==> src/rtl/i2c_start_pkg.sv <==
package i2c_start_pkg;
  typedef enum logic [1:0] {
    ST_IDLE = 2'd0,  // lines released, waiting for a request
    ST_PH1  = 2'd1,  // SDA released, first interval
    ST_PH2  = 2'd2,  // SDA pulled low, second interval
    ST_HOLD = 2'd3   // START complete, both lines held low
  } start_state_t;
endpackage

==> src/rtl/i2c_line_sync.sv <==
module i2c_line_sync #(
  parameter int WIDTH  = 2,
  parameter int STAGES = 2
) (
  input  logic             clk,
  input  logic             rst_n,
  input  logic [WIDTH-1:0] d,
  output logic [WIDTH-1:0] q
);
  logic [WIDTH-1:0] stage_q [STAGES];

  // Idle bus level is high, so the chain resets to ones.
  always_ff @(posedge clk or negedge rst_n) begin
    if (!rst_n) begin
      for (int i = 0; i < STAGES; i++) stage_q[i] <= '1;
    end else begin
      stage_q[0] <= d;
      for (int i = 1; i < STAGES; i++) stage_q[i] <= stage_q[i-1];
    end
  end

  assign q = stage_q[STAGES-1];
endmodule

==> src/rtl/i2c_brg.sv <==
module i2c_brg #(
  parameter int CNT_W = 7
) (
  input  logic             clk,
  input  logic             rst_n,
  input  logic             load,
  input  logic             dec_en,
  input  logic [CNT_W-1:0] load_val,
  output logic             at_zero
);
  logic [CNT_W-1:0] cnt_q, cnt_d;

  always_comb begin
    cnt_d = cnt_q;
    if (load)                       cnt_d = load_val;
    else if (dec_en && cnt_q != '0) cnt_d = cnt_q - 1'b1;
  end

  always_ff @(posedge clk or negedge rst_n) begin
    if (!rst_n) cnt_q <= '0;
    else        cnt_q <= cnt_d;
  end

  assign at_zero = (cnt_q == '0);
endmodule

==> src/rtl/i2c_start_fsm.sv <==
module i2c_start_fsm
  import i2c_start_pkg::*;
(
  input  logic clk,
  input  logic rst_n,
  input  logic start_req,
  input  logic sda_s,
  input  logic scl_s,
  input  logic clr_flag,
  input  logic brg_zero,
  output logic brg_load,
  output logic brg_dec,
  output logic sda_low,
  output logic scl_low,
  output logic done,
  output logic coll,
  output logic busy
);
  start_state_t st_q, st_d;
  logic sda_q, sda_d, scl_q, scl_d, done_q, done_d, coll_q, coll_d;
  logic set_coll;

  always_comb begin
    st_d     = st_q;
    sda_d    = sda_q;
    scl_d    = scl_q;
    done_d   = 1'b0;
    set_coll = 1'b0;
    brg_load = 1'b0;
    brg_dec  = 1'b0;
    unique case (st_q)
      ST_IDLE: begin
        if (start_req) begin
          if (!sda_s || !scl_s) begin
            set_coll = 1'b1;            // line already low
          end else begin
            st_d     = ST_PH1;
            brg_load = 1'b1;
          end
        end
      end
      ST_PH1: begin
        if (sda_s && !scl_s) begin
          set_coll = 1'b1;              // another master drives SCL
          st_d     = ST_IDLE;
        end else if (!sda_s || brg_zero) begin
          sda_d    = 1'b1;              // early or on-time SDA fall
          brg_load = 1'b1;
          st_d     = ST_PH2;
        end else begin
          brg_dec = 1'b1;
        end
      end
      ST_PH2: begin
        if (brg_zero) begin
          scl_d  = 1'b1;
          done_d = 1'b1;
          st_d   = ST_HOLD;
        end else begin
          brg_dec = 1'b1;
        end
      end
      ST_HOLD: begin
        if (start_req) begin
          sda_d = 1'b0;
          scl_d = 1'b0;
          st_d  = ST_IDLE;
        end
      end
      default: st_d = ST_IDLE;
    endcase

    coll_d = coll_q;
    if (set_coll)      coll_d = 1'b1;
    else if (clr_flag) coll_d = 1'b0;
  end

  always_ff @(posedge clk or negedge rst_n) begin
    if (!rst_n) begin
      st_q   <= ST_IDLE;
      sda_q  <= 1'b0;
      scl_q  <= 1'b0;
      done_q <= 1'b0;
      coll_q <= 1'b0;
    end else begin
      st_q   <= st_d;
      sda_q  <= sda_d;
      scl_q  <= scl_d;
      done_q <= done_d;
      coll_q <= coll_d;
    end
  end

  assign sda_low = sda_q;
  assign scl_low = scl_q;
  assign done    = done_q;
  assign coll    = coll_q;
  assign busy    = (st_q == ST_PH1) || (st_q == ST_PH2);
endmodule

==> src/rtl/i2c_start_gen.sv <==
module i2c_start_gen #(
  parameter int RELOAD_W    = 7,
  parameter int SYNC_STAGES = 2
) (
  input  logic                clk,
  input  logic                rst_n,
  input  logic                start_req,
  input  logic                sda_in,
  input  logic                scl_in,
  input  logic [RELOAD_W-1:0] reload,
  input  logic                clr_flag,
  output logic                sda_drive_low,
  output logic                scl_drive_low,
  output logic                done,
  output logic                collision,
  output logic                busy
);
  localparam int LINES = 2;

  logic [LINES-1:0] lines_s;
  logic brg_load, brg_dec, brg_zero;

  i2c_line_sync #(.WIDTH(LINES), .STAGES(SYNC_STAGES)) sync_i (
    .clk(clk), .rst_n(rst_n), .d({scl_in, sda_in}), .q(lines_s)
  );

  i2c_brg #(.CNT_W(RELOAD_W)) brg_i (
    .clk(clk), .rst_n(rst_n), .load(brg_load), .dec_en(brg_dec),
    .load_val(reload), .at_zero(brg_zero)
  );

  i2c_start_fsm fsm_i (
    .clk(clk), .rst_n(rst_n), .start_req(start_req),
    .sda_s(lines_s[0]), .scl_s(lines_s[1]), .clr_flag(clr_flag),
    .brg_zero(brg_zero), .brg_load(brg_load), .brg_dec(brg_dec),
    .sda_low(sda_drive_low), .scl_low(scl_drive_low), .done(done),
    .coll(collision), .busy(busy)
  );
endmodule

==> config.mk <==
export PLATFORM = sky130hd
export DESIGN_NAME = i2c_start_gen
export DESIGN_NICKNAME = d
export VERILOG_FILES = /design/src/rtl/i2c_start_pkg.sv /design/src/rtl/i2c_line_sync.sv /design/src/rtl/i2c_brg.sv /design/src/rtl/i2c_start_fsm.sv /design/src/rtl/i2c_start_gen.sv
export SDC_FILE = /design/constraint.sdc
export NUM_CORES = 1
export LEC_CHECK = 0
export ABC_AREA = 1
export CAP_MARGIN = 5
export CORE_UTILIZATION = 60
export DETAILED_ROUTE_END_ITERATION = 8
export DONT_BUFFER_PORTS = 1
export PLACE_DENSITY = 0.76
export SYNTH_ARGS = -nofsm -noshare
export SYNTH_HDL_FRONTEND = slang
export SYNTH_SLANG_ARGS = --single-unit
==> constraint.sdc <==
create_clock -name clk -period 4.7 [get_ports clk]
set_input_delay 0.705 -clock clk [delete_from_list [all_inputs] [get_ports clk]]
set_output_delay 0.705 -clock clk [all_outputs]
set_load 0.05 [all_outputs]
==> metrics.txt <==
outcome=finished, violations left; failing checks=design-rule violations; Worst VDD drop=roughly 0.50 mV; synth top area cells=dfrtp_1 (31%), nand2_1 (14%), dfstp_2 (10%); register cell area after layout=roughly 430 sq um; Synth Register Bits=17; CP arrival=around 1.5 ns; commonest cells after routing, fill and taps aside=nand2_1 (38), inv_1 (24), nand3_1 (14); Worst-Margin Slew=0.6107 ns; Area after DPL=1069 sq um; post-route cell area=1099 sq um; detailed-route via count=854; WP data required=roughly 4 ns; PwrDens=648.0 nW/um^2; die area=1919 sq um; Routed WL per cell=12.80 um; final non-filler cell total=158; utilization after layout=69.68%; Post-Syn Instances=138; CTS resizes=0; layout net count=roughly 160; Post-route DRC=3; register area share after synthesis=41.05%; Final period util=47.21%; Netlist cell types=19; leakage power=0.5740 nW; DR vias/cell=5.405; Sink Count=17; # fillers=131; setup TNS=0 ns; count of final setup violators=0; Mapped Nets=156; GP Congestion=0.8571; Max Cap Viol=0; final worst setup slack=2.481 ns; CP Class=reg -> out; Ports=18; most common cell after layout, fill and taps aside=nand2_1; clk_skew=0.009623 ns; initial core utilization=66.51%; clk_lat worst skew=0.30 ns; Syn. warnings=0; crit path max fanout=6; GR Overflow Total=0; element type at the critical path start=flop; largest net degree at the start of global routing=18; diode count=0; vias in the first global route=858; Hold-fix buffers, CTS=0; Core Region=~1600 sq um; setup repair bufs after CTS=0; CTS tree=done; Post-DRT Antenna Nets=0; clk root buf=clkbuf_4; starting DRC count in detailed routing=21; Synth Area per Inst=between 7 and 8 sq um; initial antenna violation count=0; Period minus WS final=approximately 2.2 ns; worst hold path type=in -> async; H-tree depth=1; Fin Hold WS=0.07837 ns; GRT Overall Usage=25.07%; Reg clk slew, reported paths=0.12 ns; Std-Cell Rows=14; P&R area growth vs syn=4.773%; detailed placement HPWL=1547 um; post-synthesis cell area=about 1000 sq um; Design Power=around 0.7 mW; TritonCTS buffer count=3; max-slew violations=0; critical path endpoint category=output port; Placed Cells=around 150; share of cells above drive strength 1=12.68%; I/O Buffers=0; cell taking the most area after synthesis=dfrtp_1; top-area cell type share of the netlist area=31.03%; pre-CTS WS=2.767 ns; worst-case clock buffer depth=2; chip width=roughly 44 um; area occupied by multi-input gates=between 500 and 600 sq um; first-pass GRT wire length=between 3000 and 4000 um; f_max=0.4507 GHz; max_slew headroom=59.29%; Fin. Hold Viols=0; unrepaired setup endpoints after global routing=false; Pre-antenna DRT Iters=6; final wirelength=around 2000 um; Die Span Y=43.81 um
[layer usage]
layer  track usage [%]  wire, um  vias up
met5                 0         0        -
met1             34.04       999      382
met3             4.167        84        4
li1                  -         -      449
met4             7.500        24        0
met2             40.90       913       19
[layout make-up]
cell class                      instances  share of cell area, %
Clock buffer                            3                  2.050
Clock inverter                          1                 0.6834
Inverter                               24                  8.200
Multi-Input combinational cell         97                  48.06
Sequential cell                        17                  39.18
Tap cell                               16                  1.822
[cells by family (layout without fill, tap and decap cells)]
logic type	after synthesis	after routing	share of synthesized area, %
AOI/OAI and AO/OA	9	9	5.251
adders and majority gates	5	5	5.967
buffers and inverters	24	28	8.592
DFF	17	17	41.05
and+or+nand+nor	83	83	39.14
[flip-flops by register name, summed over array words and instances (netlist names), named ones only]
register	cells
fsm_i.done	1
brg_i.cnt_q	7
sync_i.stage_q	2
fsm_i.scl_low	1
sync_i.q	2
fsm_i.coll	1
fsm_i.st_q	1
fsm_i.sda_low	1
[worst paths after layout]
path	start	to	slack, ns	depth (start not counted)
min	rst_n	asynchronous set/reset pin	0.08	0
min in group clk	sync_i.stage_q[3]$_DFF_PN1_	sync_i.q[1]$_DFF_PN1_	0.36	0
max in group asynchronous	rst_n	sync_i.q[1]$_DFF_PN1_	4.45	0
max	fsm_i.st_q[0]$_DFFE_PN0P_	busy	2.48	2
max reg2reg	fsm_i.st_q[0]$_DFFE_PN0P_	brg_i.cnt_q[5]$_DFFE_PN0P_	2.73	6
min reg2reg	sync_i.stage_q[3]$_DFF_PN1_	sync_i.q[1]$_DFF_PN1_	0.36	0
[cell usage after synthesis, drive strengths merged]
library cell,instances
o221ai,1
dfrtp,13
o21bai,1
nand3b,1
o21ai,4
dfstp,4
inv,24
nand2,42
nor2,14
nand3,16
a21oi,3
nand4,10
ha,5
[where the power goes]
group	total, mW	internal, mW	leakage (nW)	switching (mW)
Clock	0.0843	0.0324	0.0139	0.0519
Combinational	0.340	0.114	0.360	0.226
Sequential	0.287	0.198	0.200	0.0892
[critical path, stage by stage (launching register included)]
cell     delay [ns]
dfrtp_1        0.44
inv_1          0.08
ha_1           0.69
Note: power is estimated with default switching activity, not from simulation.
